<file path="src/rtl/gis_pkg.sv">
package gis_pkg;
  localparam int unsigned GIS_AW = 3;

  typedef enum logic [GIS_AW-1:0] {
    GIS_SENSE = 3'd0,
    GIS_BOTH  = 3'd1,
    GIS_POL   = 3'd2,
    GIS_EN    = 3'd3,
    GIS_RAW   = 3'd4,
    GIS_MASK  = 3'd5,
    GIS_CLR   = 3'd6,
    GIS_RSVD  = 3'd7
  } gis_reg_e;
endpackage

</file>
<file path="src/rtl/gis_cfg_regs.sv">
module gis_cfg_regs
  import gis_pkg::*;
#(
  parameter int unsigned N_PINS = 8
) (
  input  logic              clk,
  input  logic              rst_n,
  input  logic              wr_en,
  input  logic [GIS_AW-1:0] wr_addr,
  input  logic [N_PINS-1:0] wr_data,
  output logic [N_PINS-1:0] sense_o,
  output logic [N_PINS-1:0] both_o,
  output logic [N_PINS-1:0] pol_o,
  output logic [N_PINS-1:0] en_o,
  output logic [N_PINS-1:0] cfg_chg_o,
  output logic [N_PINS-1:0] clr_o
);
  logic [N_PINS-1:0] sense_q, both_q, pol_q, en_q;
  logic wr_sense, wr_both, wr_pol, wr_en_reg, wr_clr;

  always_comb begin
    wr_sense  = wr_en && (wr_addr == GIS_SENSE);
    wr_both   = wr_en && (wr_addr == GIS_BOTH);
    wr_pol    = wr_en && (wr_addr == GIS_POL);
    wr_en_reg = wr_en && (wr_addr == GIS_EN);
    wr_clr    = wr_en && (wr_addr == GIS_CLR);
  end

  always_ff @(posedge clk or negedge rst_n) begin
    if (!rst_n) begin
      sense_q <= '0;
      both_q  <= '0;
      pol_q   <= '0;
      en_q    <= '0;
    end else begin
      if (wr_sense)  sense_q <= wr_data;
      if (wr_both)   both_q  <= wr_data;
      if (wr_pol)    pol_q   <= wr_data;
      if (wr_en_reg) en_q    <= wr_data;
    end
  end

  // Bits whose detection setup changes at this edge.
  always_comb begin
    cfg_chg_o = '0;
    if (wr_sense) cfg_chg_o = wr_data ^ sense_q;
    if (wr_both)  cfg_chg_o = wr_data ^ both_q;
    if (wr_pol)   cfg_chg_o = wr_data ^ pol_q;
    clr_o = wr_clr ? wr_data : '0;
  end

  assign sense_o = sense_q;
  assign both_o  = both_q;
  assign pol_o   = pol_q;
  assign en_o    = en_q;
endmodule

</file>
<file path="src/rtl/gis_pin_detect.sv">
module gis_pin_detect (
  input  logic clk,
  input  logic rst_n,
  input  logic pin,
  input  logic sense,
  input  logic both,
  input  logic pol,
  input  logic cfg_chg,
  input  logic clr,
  output logic lat_o,
  output logic raw_o
);
  logic prev_q, lat_q;
  logic rise, fall, hit, level_act;

  always_comb begin
    rise      = pin & ~prev_q;
    fall      = ~pin & prev_q;
    hit       = ~sense & (both ? (rise | fall) : (pol ? rise : fall));
    level_act = pol ? pin : ~pin;
  end

  always_ff @(posedge clk or negedge rst_n) begin
    if (!rst_n) begin
      prev_q <= 1'b0;
      lat_q  <= 1'b0;
    end else begin
      prev_q <= pin;
      if (cfg_chg)  lat_q <= 1'b0;
      else if (hit) lat_q <= 1'b1;
      else if (clr) lat_q <= 1'b0;
    end
  end

  assign lat_o = lat_q;
  assign raw_o = sense ? level_act : lat_q;
endmodule

</file>
<file path="src/rtl/gis_status.sv">
module gis_status
  import gis_pkg::*;
#(
  parameter int unsigned N_PINS = 8
) (
  input  logic              rd_en,
  input  logic [GIS_AW-1:0] rd_addr,
  input  logic [N_PINS-1:0] raw,
  input  logic [N_PINS-1:0] sense,
  input  logic [N_PINS-1:0] both,
  input  logic [N_PINS-1:0] pol,
  input  logic [N_PINS-1:0] en,
  output logic [N_PINS-1:0] rd_data,
  output logic              irq_o
);
  logic [N_PINS-1:0] masked;

  always_comb begin
    masked  = raw & en;
    irq_o   = |masked;
    rd_data = '0;
    if (rd_en) begin
      case (gis_reg_e'(rd_addr))
        GIS_SENSE: rd_data = sense;
        GIS_BOTH:  rd_data = both;
        GIS_POL:   rd_data = pol;
        GIS_EN:    rd_data = en;
        GIS_RAW:   rd_data = raw;
        GIS_MASK:  rd_data = masked;
        default:   rd_data = '0;
      endcase
    end
  end
endmodule

</file>
<file path="src/rtl/gis_irq_sense.sv">
module gis_irq_sense
  import gis_pkg::*;
#(
  parameter int unsigned N_PINS = 8
) (
  input  logic              clk,
  input  logic              rst_n,
  input  logic [N_PINS-1:0] pin_i,
  input  logic              wr_en,
  input  logic [GIS_AW-1:0] wr_addr,
  input  logic [N_PINS-1:0] wr_data,
  input  logic              rd_en,
  input  logic [GIS_AW-1:0] rd_addr,
  output logic [N_PINS-1:0] rd_data,
  output logic              irq_o
);
  logic [N_PINS-1:0] sense_w, both_w, pol_w, en_w, chg_w, clr_w;
  logic [N_PINS-1:0] lat_w, raw_w;

  gis_cfg_regs #(.N_PINS(N_PINS)) cfg_i (
    .clk(clk), .rst_n(rst_n),
    .wr_en(wr_en), .wr_addr(wr_addr), .wr_data(wr_data),
    .sense_o(sense_w), .both_o(both_w), .pol_o(pol_w), .en_o(en_w),
    .cfg_chg_o(chg_w), .clr_o(clr_w)
  );

  for (genvar g = 0; g < N_PINS; g++) begin : g_pin
    gis_pin_detect det_i (
      .clk(clk), .rst_n(rst_n),
      .pin(pin_i[g]), .sense(sense_w[g]), .both(both_w[g]), .pol(pol_w[g]),
      .cfg_chg(chg_w[g]), .clr(clr_w[g]),
      .lat_o(lat_w[g]), .raw_o(raw_w[g])
    );
  end

  gis_status #(.N_PINS(N_PINS)) stat_i (
    .rd_en(rd_en), .rd_addr(rd_addr), .raw(raw_w),
    .sense(sense_w), .both(both_w), .pol(pol_w), .en(en_w),
    .rd_data(rd_data), .irq_o(irq_o)
  );
endmodule

</file>
<file path="config.mk">
export PLATFORM = sky130hd
export DESIGN_NAME = gis_irq_sense
export DESIGN_NICKNAME = d
export VERILOG_FILES = /design/src/rtl/gis_pkg.sv /design/src/rtl/gis_cfg_regs.sv /design/src/rtl/gis_pin_detect.sv /design/src/rtl/gis_status.sv /design/src/rtl/gis_irq_sense.sv
export SDC_FILE = /design/constraint.sdc
export NUM_CORES = 1
export LEC_CHECK = 0
export CAP_MARGIN = 40
export CORE_UTILIZATION = 54
export CTS_BUF_LIST = sky130_fd_sc_hd__clkbuf_8 sky130_fd_sc_hd__clkbuf_16
export CTS_CLUSTER_DIAMETER = 60
export DETAILED_ROUTE_END_ITERATION = 12
export PLACE_DENSITY_LB_ADDON = 0.1
export SYNTH_ARGS = -nofsm -noshare
export SYNTH_HDL_FRONTEND = slang
export SYNTH_SLANG_ARGS = --single-unit
</file>
<file path="constraint.sdc">
create_clock -name clk -period 4.3 [get_ports clk]
set_input_delay 0.86 -clock clk [delete_from_list [all_inputs] [get_ports clk]]
set_output_delay 0.86 -clock clk [all_outputs]
set_load 0.05 [all_outputs]
</file>
=== After elaboration in Yosys (flattened, before gate mapping) ===
Cells that the tools add are included.

* Equal/unequal tests: 9
* Mux-type cells: 62
* Bitwise logic cells: 60
* Reduce and logical (&&, ||, !) cells: 16

{| class="wikitable"
|+ Operators with widths
! kind !! count
|-
| $mux 1 || 56
|-
| $pmux 8 s6 || 1
|-
| $mux 8 || 5
|-
| $and 1x1->1 || 24
|-
| $not 1->1 || 24
|-
| $reduce_bool 3->1 || 8
|-
| $xor 8x8->8 || 3
|-
| $eq 3x2->1 const B || 4
|-
| $eq 3x3->1 const B || 3
|-
| $and 8x8->8 || 1
|-
| $or 1x1->1 || 8
|-
| $reduce_or 8->1 || 1
|-
| $eq 3x1->1 const B || 2
|-
| $logic_not 3->1 || 2
|-
| $logic_and 1x1->1 || 5
|}

* Register bits: 48
* Input bits: 26
* Output and inout bits: 9
* Logic and storage cells: 167

=== Longest topological paths before layout ===
* Depth after elaboration: 7
* Gate-level depth with buffers: 7
* Gate-level depth less buffers: 6

=== By module ===
Synthesis repeated with hierarchy kept, for this count alone.

* Cell total of the unflattened synthesis: 310
* Area total of the unflattened synthesis: 3296.9 µm²

{| class="wikitable"
|+ Modules (own cells, without submodules)
! module !! instances !! cells an instance !! area an instance (µm²) !! sequential area each (µm²)
|-
| gis_cfg_regs || 1 || 137 || 1695.4 || 800.8
|-
| gis_pin_detect || 8 || 14 || 137.6 || 50.0
|-
| gis_status || 1 || 61 || 500.5 || 0.0
|}

=== Worst setup path before layout ===
Ideal clock, no wire load.

* Path kind: input-to-output
* Start: in rd_addr[1]
* End: out rd_data[5]
* Arrival: 2.041 ns
* Data required time: 3.440 ns
* Setup slack: 1.399 ns
* Stages: 5
* Path buffers: 2
* Cell sequence: buf_2 nand2b_1 clkbuf_1 o32ai_1 and2_1

* Cells in the longest elaborated chain, start to end: 3
* Elaborated cells on any way between the ends: 8
* Classes of those cells: eq/ne: 5; mux: 2; reduce/logical: 1

{| class="wikitable"
|+ RTL lines
! element !! line !! RTL
|-
| from (decl) || gis_irq_sense.sv:13 || <nowiki>input logic [GIS_AW-1:0] rd_addr,</nowiki>
|-
| $eq 3x3->1, or another cell as far along || gis_status.sv:23 || <nowiki>case (gis_reg_e'(rd_addr))</nowiki>
|-
| $pmux 8 s6 * || gis_status.sv:23 ||
|-
| $mux 8 * || gis_status.sv:22 || <nowiki>if (rd_en) begin</nowiki>
|-
| to (decl) || gis_irq_sense.sv:14 || <nowiki>output logic [N_PINS-1:0] rd_data,</nowiki>
|}

Mark *: on every way between the ends. The rest lies on a longest branch, timed or not.

=== Final worst setup path ===
* Start: in pin_i[4]
* End: out irq_o

* Cells in the longest elaborated chain, start to end: 5

{| class="wikitable"
|+ RTL lines
! element !! line !! RTL
|-
| from (decl) || gis_irq_sense.sv:8 || <nowiki>input logic [N_PINS-1:0] pin_i,</nowiki>
|-
| $not 1->1 || gis_pin_detect.sv:20 || <nowiki>level_act = pol ? pin : ~pin;</nowiki>
|-
| $mux 1 * || gis_pin_detect.sv:20 ||
|-
| $mux 1 * || gis_pin_detect.sv:36 || <nowiki>assign raw_o = sense ? level_act : lat_q;</nowiki>
|-
| $and 8x8->8 * || gis_status.sv:19 || <nowiki>masked = raw & en;</nowiki>
|-
| $reduce_or 8->1 * || gis_status.sv:20 || <nowiki>irq_o = |masked;</nowiki>
|-
| to (decl) || gis_irq_sense.sv:15 || <nowiki>output logic irq_o</nowiki>
|}

Marks and branches as above.

==> impl_metrics.csv <==
group,metric,value,unit
yosys,synth.lib_cells_used.distinct,48,
sta,setup_total_negative_slack,0,ns
power_and_ir_drop,power_density,401,nW/um^2
yosys,ys_dominant_reg_cell,"sky130_fd_sc_hd__dfrtp_1",
sta,timing.final.max_slew_violations,0,
yosys,post_synth_instance_area,3330,um^2
clock_network,cts_root_buf,"sky130_fd_sc_hd__clkbuf_8",
yosys,mappedNetlistNets,362,
floorplan,die_x,80.5,um
yosys,synth_area_leader_cell,"sky130_fd_sc_hd__dfrtp_1",
finish,nets,390,
sta,timing.final.crit_period,3.70,ns
status,outcome,"finished, final reports clean",
drt,average_wire_length_per_cell_after_detail_routing,17.8,um
grt,grt_max_degree,38,
critical_path,crit_required,3.44,ns
sta,worst-slew-pin-transition,0.647,ns
grt,antenna_found_initial,0,
clock_network,tritoncts,"built",
floorplan,boundaryPins,35,
clock_network,postCtsSetupBuffers,0,
yosys,ys.warnings.count,0,
sta,post-route-period-util,86.0,%
yosys,synth_area_per_cell,10.4,um^2
run,maximum_capacitance_violations,0,
power_and_ir_drop,vdd_ir_drop_max,0.249,mV
sta,rsz0062_at_grt,"no",
critical_path,critical_path.max_fanout,4,
finish,area_growth_syn_to_layout,14.0,%
power_and_ir_drop,total_leakage_power,1.69,nW
floorplan,chipHeight,80.5,um
yosys,share_of_async_settable_or_async_resettable_flops_after_synthesis,100,%
finish,layout_cell_share_with_drive_strength_beyond_1,18.3,%
critical_path,setup.worst_path.end_class,"primary output",
hold_path,worstHoldPathType,"primary input to async pin",
drt,drc,0,
grt,first_global_vias,2419,
clock_network,htree_num_levels,2,
yosys,yosysTopAreaCellShare,36.1,%
finish,layout_commonest_cell,"sky130_fd_sc_hd__dfrtp_1",
yosys,ys_seq_elements,48,
yosys,syn-instance-count,320,
clock_network,cts-buffers-inserted,5,
clock_network,clock_path_buffers,2,
finish,final_core_utilization,64.1,%
drt,initialDrtViolationCount,152,
placed_design,dp.final_hpwl,5330,um
finish,insertedDiodeCount,0,
grt,globalRouteOverflowTotal,0,
drt,routed_wire_length,7550,um
sta,finalHoldWorstSlack,0.424,ns
clock_network,ctsHoldBuffers,0,
finish,layout.cells.non_filler,424,
placed_design,placed_cells_incl_taps,416,
placed_design,gp_congestion,0.804,
clock_network,clkSinkCount,48,
yosys,ys_top_cells_by_area,"sky130_fd_sc_hd__dfrtp_1 (36%), sky130_fd_sc_hd__mux2_2 (7.8%), sky130_fd_sc_hd__ha_1 (6.0%)",
finish,layout_common_cells,"sky130_fd_sc_hd__dfrtp_1 (48), sky130_fd_sc_hd__nand2_1 (45), sky130_fd_sc_hd__inv_1 (25), sky130_fd_sc_hd__clkdlybuf4s50_1 (25), sky130_fd_sc_hd__mux2_2 (23)",
yosys,count_of_flip_flops_with_a_built_in_enable_after_synthesis,0,
yosys,synth-seq-area-share,36.1,%
critical_path,critical_path_class,"primary input to primary output",
clock_network,post_cts.resized_instances,0,
floorplan,coreArea,5920,um^2
grt,global_route_wire_length_before_repair,12500,um
drt,vias,2508,
clock_network,clkTransAtPathRegs,0.09,ns
floorplan,starting_density,56.3,%
sta,clock.fmax,270,MHz
sta,finalSetupViolCount,0,
grt,global_routing_usage_summed_across_all_routing_layers,26.1,%
critical_path,cp-start-kind,"primary input",
critical_path,crit_arrival,2.84,ns
sta,slew-limit-headroom,56.8,%
drt,first_drt_pass_iteration_count,4,
sta,final-hold-violation-count,0,
placed_design,preCtsSetupSlack,0.585,ns
floorplan,number_of_placement_rows,28,
drt,route.antenna.remaining_nets,0,
floorplan,die-area,6490,um^2
drt,post_drt_via_cell_ratio,5.92,
placed_design,buffers_added_on_ports,34,
clock_network,clkLatencyLatePin,0.30,ns
sta,setup_slack,0.603,ns
sta,clock_skew,0.00588,ns
-- where the power goes --
part / internal [mW] / leakage (nW) / total [mW] / switching (mW)
registers: 0.545 / 0.574 / 0.675 / 0.131
logic: 0.265 / 1.05 / 0.490 / 0.224
clock network: 0.205 / 0.0645 / 0.358 / 0.153
total: 1.02 / 1.69 / 1.52 / 0.508
-- critical path, cell delays in order --
cell and delay [ns]:
sky130_fd_sc_hd__clkdlybuf4s50_1 0.55, sky130_fd_sc_hd__xnor2_1 0.11, sky130_fd_sc_hd__nand3_1 0.12, sky130_fd_sc_hd__nand4_1 0.09
sky130_fd_sc_hd__or3_1 0.38, sky130_fd_sc_hd__clkdlybuf4s50_1 0.71
-- cell usage after synthesis (5+ instances only) --
master	n
sky130_fd_sc_hd__mux2_2	23
sky130_fd_sc_hd__xnor2_1	12
sky130_fd_sc_hd__mux2_4	6
sky130_fd_sc_hd__nand3b_1	6
sky130_fd_sc_hd__nor2b_1	12
sky130_fd_sc_hd__nand3_1	8
sky130_fd_sc_hd__clkbuf_1	7
sky130_fd_sc_hd__a22oi_1	5
sky130_fd_sc_hd__o32ai_1	9
sky130_fd_sc_hd__buf_2	9
sky130_fd_sc_hd__ha_1	16
sky130_fd_sc_hd__mux2i_1	9
sky130_fd_sc_hd__xor2_1	6
sky130_fd_sc_hd__o21ai_0	5
sky130_fd_sc_hd__dfrtp_1	48
sky130_fd_sc_hd__mux4_2	8
sky130_fd_sc_hd__and2_1	9
sky130_fd_sc_hd__inv_1	25
sky130_fd_sc_hd__nand2_1	45
-- flip-flops by register name (all words and copies together), names as in the netlist --
register,count
cfg_i.en_o,8
cfg_i.sense_o,8
cfg_i.both_o,8
cfg_i.pol_o,8
g_pin.det_i.lat_o,8
g_pin.det_i.prev_q,8
-- stage by stage --
stage | instance area (um^2) | power [mW]
final | 3800 | 1.52
after global routing | 3800 | 1.61
after CTS | 3800 | 1.53
after detailed placement | 3670 | 1.17
after global placement | 3670 | 1.16
after floorplan | 3330 | 1.03
-- per-layer routing --
layer | global-route usage [%] | vias to the layer above | part of all wire, %
met5 | 0 | - | 0
met4 | 5.89 | 0 | 0.30
met2 | 40.3 | 75 | 48
met3 | 3.86 | 2 | 5.8
met1 | 38.5 | 1236 | 46
li1 | - | 1195 | -
-- cells by family (layout without fill, tap and decap cells) --
family          after synthesis  after routing  share of synthesized area [%]
compound gates               47             47                           11.4
xor+xnor                     18             18                           4.73
fa+ha+maj                    16             16                           6.01
buf+inv                      46             75                           6.69
flops                        48             48                           36.1
mux                          47             47                           18.9
simple gates                 98             98                           16.2
-- cell type report --
type	instances	area (um^2)
clock inverter	1	30.0
tap	75	93.8
clock buffer	7	96.3
fill	515	2120
inverter	25	93.8
multi-input combinational	226	1910
sequential	48	1200
timing repair buffer	42	375
-- final timing paths --
kind	slack [ns]	start	end	depth (start not counted)
max in group asynchronous	3.10	rst_n	cfg_i.sense_o[7]	2
min	0.42	rst_n	g_pin[4].det_i.prev_q	1
min in group clk	0.58	g_pin[1].det_i.lat_o	g_pin[1].det_i.lat_o	2
max reg2reg	2.93	g_pin[0].det_i.prev_q	g_pin[0].det_i.lat_o	6
max	0.60	pin_i[4]	irq_o	6
min reg2reg	0.58	g_pin[1].det_i.lat_o	g_pin[1].det_i.lat_o	2
Power figures use the tool's default switching activity.
